--- src/rtl/gate_dt_pkg.sv ---
package gate_dt_pkg;

  typedef enum logic [2:0] {
    ST_FLOAT   = 3'd0,
    ST_HS_WAIT = 3'd1,
    ST_HS_ON   = 3'd2,
    ST_LS_WAIT = 3'd3,
    ST_LS_ON   = 3'd4
  } seq_state_t;

  // strobes from the sequencer to the timer datapath
  typedef struct packed {
    logic dlyClr;
    logic dlyRun;
    logic onClr;
    logic onRun;
    logic limSet;
    logic limClr;
  } seq_strobe_t;

endpackage

--- src/rtl/gate_timer_dp.sv ---
module gate_timer_dp
  import gate_dt_pkg::*;
#(
  parameter int DLY_CYCLES    = 4,
  parameter int MAX_ON_CYCLES = 283
) (
  input  logic        clk,
  input  logic        rst_n,
  input  seq_strobe_t stb,
  output logic        dlyDone,
  output logic        onAtMax,
  output logic        limHold
);

  localparam int DLY_W = $clog2(DLY_CYCLES + 1);
  localparam int ON_W  = $clog2(MAX_ON_CYCLES + 1);

  logic [DLY_W-1:0] dlyCnt;
  logic [ON_W-1:0]  onCnt;

  // consecutive sensed-low counter
  always_ff @(posedge clk) begin
    if (!rst_n)          dlyCnt <= '0;
    else if (stb.dlyClr) dlyCnt <= '0;
    else if (stb.dlyRun) dlyCnt <= dlyCnt + 1'b1;
  end

  // high-side on-time counter
  always_ff @(posedge clk) begin
    if (!rst_n)         onCnt <= '0;
    else if (stb.onClr) onCnt <= '0;
    else if (stb.onRun) onCnt <= onCnt + 1'b1;
  end

  // cap latch: set when the cap is hit, cleared once the demand is low
  always_ff @(posedge clk) begin
    if (!rst_n)          limHold <= 1'b0;
    else if (stb.limClr) limHold <= 1'b0;
    else if (stb.limSet) limHold <= 1'b1;
  end

  assign dlyDone = (dlyCnt == DLY_W'(DLY_CYCLES - 1));
  assign onAtMax = (onCnt == ON_W'(MAX_ON_CYCLES - 1));

  a_r4_count_strobes_exclusive : assert property (@(posedge clk) disable iff (!rst_n)
    !(stb.dlyClr && stb.dlyRun));

  a_r8_on_count_bounded : assert property (@(posedge clk) disable iff (!rst_n)
    onCnt < ON_W'(MAX_ON_CYCLES));

  a_r4_dly_count_bounded : assert property (@(posedge clk) disable iff (!rst_n)
    dlyCnt < DLY_W'(DLY_CYCLES));

endmodule

--- src/rtl/gate_seq_ctrl.sv ---
module gate_seq_ctrl
  import gate_dt_pkg::*;
(
  input  logic        clk,
  input  logic        rst_n,
  input  logic        pwmDemand,
  input  logic        forceLow,
  input  logic        shutdown,
  input  logic        hsLowSense,
  input  logic        lsLowSense,
  input  logic        dlyDone,
  input  logic        onAtMax,
  input  logic        limHold,
  output seq_strobe_t stb,
  output logic        hsGateEn,
  output logic        lsGateEn
);

  seq_state_t state, nextState;
  logic wantHigh;

  assign wantHigh = pwmDemand && !forceLow && !limHold;

  always_comb begin
    nextState  = state;
    stb        = '0;
    stb.limClr = !pwmDemand;
    unique case (state)
      ST_FLOAT: begin
        stb.dlyClr = 1'b1;
        nextState  = wantHigh ? ST_HS_WAIT : ST_LS_WAIT;
      end
      ST_HS_WAIT: begin
        if (!wantHigh) begin
          nextState  = ST_LS_WAIT;
          stb.dlyClr = 1'b1;
        end else if (!lsLowSense) begin
          stb.dlyClr = 1'b1;
        end else if (dlyDone) begin
          nextState = ST_HS_ON;
          stb.onClr = 1'b1;
        end else begin
          stb.dlyRun = 1'b1;
        end
      end
      ST_HS_ON: begin
        if (!wantHigh) begin
          nextState  = ST_LS_WAIT;
          stb.dlyClr = 1'b1;
        end else if (onAtMax) begin
          nextState  = ST_LS_WAIT;
          stb.dlyClr = 1'b1;
          stb.limSet = 1'b1;
        end else begin
          stb.onRun = 1'b1;
        end
      end
      ST_LS_WAIT: begin
        if (wantHigh) begin
          nextState  = ST_HS_WAIT;
          stb.dlyClr = 1'b1;
        end else if (!hsLowSense) begin
          stb.dlyClr = 1'b1;
        end else if (dlyDone) begin
          nextState = ST_LS_ON;
        end else begin
          stb.dlyRun = 1'b1;
        end
      end
      ST_LS_ON: begin
        if (wantHigh) begin
          nextState  = ST_HS_WAIT;
          stb.dlyClr = 1'b1;
        end
      end
      default: begin
        nextState  = ST_FLOAT;
        stb.dlyClr = 1'b1;
      end
    endcase
    if (shutdown) begin
      nextState  = ST_FLOAT;
      stb.dlyClr = 1'b1;
      stb.dlyRun = 1'b0;
      stb.onRun  = 1'b0;
      stb.limSet = 1'b0;
    end
  end

  always_ff @(posedge clk) begin
    if (!rst_n) state <= ST_FLOAT;
    else        state <= nextState;
  end

  assign hsGateEn = (state == ST_HS_ON);
  assign lsGateEn = (state == ST_LS_ON);

  // a gate waiting on a flag that reads 0 stays off
  a_r5_stall_holds_hs : assert property (@(posedge clk) disable iff (!rst_n)
    (state == ST_HS_WAIT && !lsLowSense) |=> !hsGateEn);

  a_r5_stall_holds_ls : assert property (@(posedge clk) disable iff (!rst_n)
    (state == ST_LS_WAIT && !hsLowSense) |=> !lsGateEn);

  // capped high side stays off until demand has dropped
  a_r8_cap_blocks_high : assert property (@(posedge clk) disable iff (!rst_n)
    (limHold && pwmDemand) |=> !hsGateEn);

endmodule

--- src/rtl/adaptive_deadtime_ctrl.sv ---
module adaptive_deadtime_ctrl
  import gate_dt_pkg::*;
#(
  parameter int DLY_CYCLES    = 4,
  parameter int MAX_ON_CYCLES = 283
) (
  input  logic clk,
  input  logic rst_n,
  input  logic pwmDemand,
  input  logic forceLow,
  input  logic shutdown,
  input  logic hsLowSense,
  input  logic lsLowSense,
  output logic hsGateEn,
  output logic lsGateEn
);

  seq_strobe_t stb;
  logic dlyDone, onAtMax, limHold;

  gate_seq_ctrl u_ctrl (
    .clk       (clk),
    .rst_n     (rst_n),
    .pwmDemand (pwmDemand),
    .forceLow  (forceLow),
    .shutdown  (shutdown),
    .hsLowSense(hsLowSense),
    .lsLowSense(lsLowSense),
    .dlyDone   (dlyDone),
    .onAtMax   (onAtMax),
    .limHold   (limHold),
    .stb       (stb),
    .hsGateEn  (hsGateEn),
    .lsGateEn  (lsGateEn)
  );

  gate_timer_dp #(
    .DLY_CYCLES   (DLY_CYCLES),
    .MAX_ON_CYCLES(MAX_ON_CYCLES)
  ) u_dp (
    .clk    (clk),
    .rst_n  (rst_n),
    .stb    (stb),
    .dlyDone(dlyDone),
    .onAtMax(onAtMax),
    .limHold(limHold)
  );

  a_r1_no_overlap : assert property (@(posedge clk) disable iff (!rst_n)
    !(hsGateEn && lsGateEn));

  a_r2_hs_after_ls_sensed : assert property (@(posedge clk) disable iff (!rst_n)
    $rose(hsGateEn) |-> $past(lsLowSense));

  a_r3_ls_after_hs_sensed : assert property (@(posedge clk) disable iff (!rst_n)
    $rose(lsGateEn) |-> $past(hsLowSense));

  a_r6_shutdown_floats : assert property (@(posedge clk) disable iff (!rst_n)
    shutdown |=> (!hsGateEn && !lsGateEn));

  a_r7_force_low_drops_high : assert property (@(posedge clk) disable iff (!rst_n)
    forceLow |=> !hsGateEn);

  a_r10_demand_drop : assert property (@(posedge clk) disable iff (!rst_n)
    (hsGateEn && !pwmDemand) |=> !hsGateEn);

endmodule

--- config.mk ---
export PLATFORM = sky130hd
export DESIGN_NAME = adaptive_deadtime_ctrl
export DESIGN_NICKNAME = d
export VERILOG_FILES = /design/src/rtl/gate_dt_pkg.sv /design/src/rtl/gate_timer_dp.sv /design/src/rtl/gate_seq_ctrl.sv /design/src/rtl/adaptive_deadtime_ctrl.sv
export SDC_FILE = /design/constraint.sdc
export NUM_CORES = 1
export LEC_CHECK = 0
export CORE_MARGIN = 8
export CORE_UTILIZATION = 30
export DETAILED_ROUTE_END_ITERATION = 6
export DONT_BUFFER_PORTS = 1
export PLACE_DENSITY = 0.53
export SYNTH_ARGS = -nofsm -noshare
export SYNTH_HDL_FRONTEND = slang
export SYNTH_HIERARCHICAL = 1
export SYNTH_SLANG_ARGS = --single-unit
--- constraint.sdc ---
create_clock -name clk -period 2.35 [get_ports clk]
set_input_delay 0.235 -clock clk [delete_from_list [all_inputs] [get_ports clk]]
set_output_delay 0.235 -clock clk [all_outputs]
set_load 0.01 [all_outputs]
Word level (Yosys, flattened, before mapping)
Cells that the tools add are included.
{"block": "word_totals", "reg_bits": 16, "in_bits": 7, "output_inout_bits": 2, "elab_cells": 61}
{"block": "op_classes", "addsub": 2, "n_eq_ne": 12, "muxes": 32, "n_bitwise": 1, "reduce_logical": 10}
{"cell": "$mux 3", "count": 9}
{"cell": "$pmux 3 s5", "count": 1}
{"cell": "$mux 2", "count": 7}
{"cell": "$mux 1", "count": 13}
{"cell": "$add 9x1->9 const B", "count": 1}
{"cell": "$eq 3x2->1 const B", "count": 3}
{"cell": "$eq 9x9->1 const B", "count": 1}
{"cell": "$ne 3x3->1 const B", "count": 3}
{"cell": "$ne 3x2->1 const B", "count": 2}
{"cell": "$reduce_and 6->1", "count": 1}
{"cell": "$reduce_or 2->1", "count": 3}
{"cell": "$pmux 1 s4", "count": 1}
{"cell": "$add 3x1->3 const B", "count": 1}
{"cell": "$eq 3x1->1 const B", "count": 1}
{"cell": "$eq 3x3->1 const B", "count": 1}
{"cell": "$logic_not 3->1", "count": 1}
{"cell": "$logic_and 1x1->1", "count": 2}
{"cell": "$logic_not 1->1", "count": 2}
{"cell": "$ne 2x1->1 const B", "count": 1}
{"cell": "$pmux 1 s2", "count": 1}
{"cell": "$reduce_and 2->1", "count": 1}
{"cell": "$not 1->1", "count": 1}

Logic depth before layout (Yosys ltp)
{"block": "depth", "depth_word": 7, "mapped_depth": 10}

Modules after synthesis
Netlist, hierarchy kept.
{"module": "gate_timer_dp", "n_inst": 1, "cells_each": 64, "area_each_um2": 583.1, "seq_area_each_um2": 260.2}
{"module": "gate_seq_ctrl", "n_inst": 1, "cells_each": 43, "area_each_um2": 312.8, "seq_area_each_um2": 60.1}

Worst setup path after synthesis
Ideal clock, no wire load.
{"block": "synth_path", "path_type": "register to register", "from": "register u_ctrl.state[0]", "to": "register u_dp.onCnt[7]", "t_arrival_ns": 1.979, "t_required_ns": 2.280, "path_slack_ns": 0.301, "path_stages_with_launch": 8, "cell_sequence": "dfxtp_1 buf_2 or3b_2 nor4_1 buf_2 nand4_2 or3_1 a21oi_1"}
{"item": "start, declared", "line": "gate_seq_ctrl.sv:19", "rtl": "seq_state_t state, nextState;"}
{"item": "start signal, assigned", "line": "gate_seq_ctrl.sv:92", "rtl": "else state <= nextState;"}
{"item": "end signal, assigned", "line": "gate_timer_dp.sv:32", "rtl": "else if (stb.onRun) onCnt <= onCnt + 1'b1;"}
{"item": "end, declared", "line": "gate_timer_dp.sv:19", "rtl": "logic [ON_W-1:0] onCnt;"}

==> flow_summary.yaml <==
status:
  status: "completed"
yosys:
  synth_most_common_cell: "dfxtp_1"
  async_reset_ff_frac: 0
  synth_edf_count: 0
  synth_cell_type_count: 33
  netlist_area_um2: 895.9
  synth_top_area_cell: "dfxtp_1"
  synth_common_cells: "dfxtp_1 (16), nor2_1 (10), a21oi_1 (9)"
  synth_top_area_frac: 0.3575
  synth_area_leaders: "dfxtp_1 (36%), ha_1 (5.6%), a21oi_1 (5.0%)"
  synth_nets: 118
  syn_area_per_cell_um2: 8.373
  synth_seq_cells: 16
  seq_area_frac_synth: 0.3575
  yosys_most_used_dff: "dfxtp_1"
  ys_warn_count: 6
  syn_inst: 107
finish:
  final_cell_count_no_fill: 144
  nets: 124
  layout-drive-gt1-share: 0.1261
  syn_to_final_growth_pct: 8.799
  utilization: 0.3301
  diodes: 0
floorplanning:
  floorplan.initialDensity: 0.3034
  dieArea_um2: 4991
  rows: 20
  coreArea_um2: 2953
  die_w_um: 70.65
  ios: 9
  chipHeight_um: 70.65
clock_tree:
  ctsHoldBuffers: 0
  cts_setup_buffers: 0
  cts_tree: "yes"
  cts_sinks: 16
  cts_root_buffer: "clkbuf_4"
  clk_path_buf_depth: 2
  cts.clk_slew.worst_paths_ns: 0.09
  ctsHtreeMaxLevel: 1
  insertion_delay_ns: 0.28
  cts_resized: 0
  numCtsBuffers: 3
detailed_routing:
  wl_per_cell_um: 12.22
  drc: 0
  wl_mm: 1.760
  via_per_inst: 5.354
  ant_nets: 0
  num_vias: 771
  drt_pass1_iterations: 4
  drtIter0Drc: 34
power:
  power.density_nw_per_um2: 465.4
  leakage_nw: 0.3399
  total_power_mw: 0.4536
  vdd_drop_max_uv: 190.4
sta:
  hold_viol: 0
  slew_violations: 0
  max_slew.worst_pin.slew_ns: 0.5397
  setup_viol: 0
  period_minus_slack_ns: 2.110
  rsz0062_at_grt: "false"
  slew_headroom: 0.6368
  fin_tns_setup_ns: 0
  post-route-period-util: 0.8977
  fmax_mhz: 474.0
  skew_ns: 0.009344
setup_path:
  endpoint_kind: "flip-flop"
  critPathMaxFanout: 8
  worst-path-buf-inv: 1
  cp_slowest_stage_delay_ns: 0.52
  crit_cells: 7
  cp.arrival_ns: 2.26
  path_cells: "or4b_1 -> nor4_1 -> nor4_1 -> buf_4 -> nand4_2 -> xor2_1 -> nor2_1"
  critPathSlowestCell: "or4b_1"
  r2r_cells: 7
  cpLargestDelayFamily: "simple AND/OR/NAND/NOR gates"
  path_common_cell: "nor4_1"
  crit_type: "flip-flop to flip-flop"
  worstPathRequired_ns: 2.50
  startpoint_type: "flip-flop"
grt:
  antenna_found_initial: 0
  gr-total-overflow: 0
  met3_usage: 0.02684
  grt_first_pass_wirelength_mm: 2.973
  grt_pass1_vias: 649
  grt_max_degree: 11
  grt.total_usage: 0.07262
  met2_usage: 0.1144
  gr-usage-met1: 0.08231
  top_usage_layer: "met2"
placement:
  gp_congestion: 0.8738
  dp_hpwl_mm: 1.359
  placed_cells: 141
  port_buffers: 0
flow_run:
  timing.max_cap.violations: 0
min_path:
  hp-class: "input pin to flip-flop"
  hold_depth: 2
[placed cells by master, fill, tap and decap left out, types with 3 or more instances in the layout]
master,Yosys,routed
dfxtp_1,16,16
nor2_1,10,10
a21oi_1,9,9
buf_4,0,6
inv_1,6,6
nand2_1,6,6
nor3_1,6,6
nand3_1,4,4
nand4_1,4,4
o21ai_0,4,4
or3_1,4,4
ha_1,4,4
clkbuf_4,0,3
nor4_1,3,3
nand2b_1,3,3
xor2_1,3,3
[per-stage QoR]
step           hold slack, ns  cell area [µm²]  setup slack, ns
2_1_floorplan          0.3517            895.9           0.3007
3_3_place_gp           0.3561            952.2           0.2152
3_5_place_dp           0.3615            952.2           0.2362
4_1_cts               0.05397            974.7           0.2136
5_1_grt               0.05231            974.7          0.03660
6_report              0.06829            974.7           0.2403
[worst reg2reg max path, stage by stage, from the launching register on]
cell     delay, ns
dfxtp_1       0.35
or4b_1        0.52
nor4_1        0.48
nor4_1        0.12
buf_4         0.19
nand4_2       0.12
xor2_1        0.16
nor2_1        0.05
[kinds of logic after synthesis]
| group | after synthesis | share of synthesized area |
|---|---|---|
| muxes | 1 | 0.01117 |
| adders and majority gates | 4 | 0.05587 |
| DFF | 16 | 0.3575 |
| buffers and inverters | 11 | 0.05865 |
| and+or+nand+nor | 52 | 0.3450 |
| AOI/OAI and AO/OA | 18 | 0.1229 |
| xor gates and xnor gates | 5 | 0.04889 |
[path summary, 6_finish.rpt]
kind	from	end	slack, ns
min reg2reg	u_dp/onCnt[8]	u_dp/onCnt[8]	0.49
min	pwmDemand	u_dp/limHold	0.07
max	u_dp/onCnt[5]	u_dp/onCnt[3]	0.24
max reg2reg	u_dp/onCnt[5]	u_dp/onCnt[3]	0.24
[final cells by class]
class	instances	area, µm²
Fill cell	307	1978
Tap cell	33	41.29
Multi-Input combinational cell	80	523.0
Inverter	6	22.52
Sequential cell	16	320.3
Clock buffer	3	22.52
Timing Repair Buffer	6	45.04
[report_power, final]
| part | internal, mW | switching, mW | total [mW] |
|---|---|---|---|
| combinational | 0.0171 | 0.0232 | 0.0402 |
| sequential | 0.274 | 0.00162 | 0.275 |
| clock | 0.0593 | 0.0789 | 0.138 |
| total | 0.350 | 0.104 | 0.454 |
[flip-flops by register name (all words and copies together) (netlist names)]
register	flops
u_ctrl/state	3
u_dp/dlyCnt	3
u_dp/limHold	1
u_dp/onCnt	9
[routing by layer]
metal | vias to the layer above | part of all wire
met4 | 0 | 0.020
met2 | 17 | 0.45
met1 | 352 | 0.46
met5 | - | 0
li1 | 398 | -
met3 | 4 | 0.062
Power figures use the tool's default switching activity.
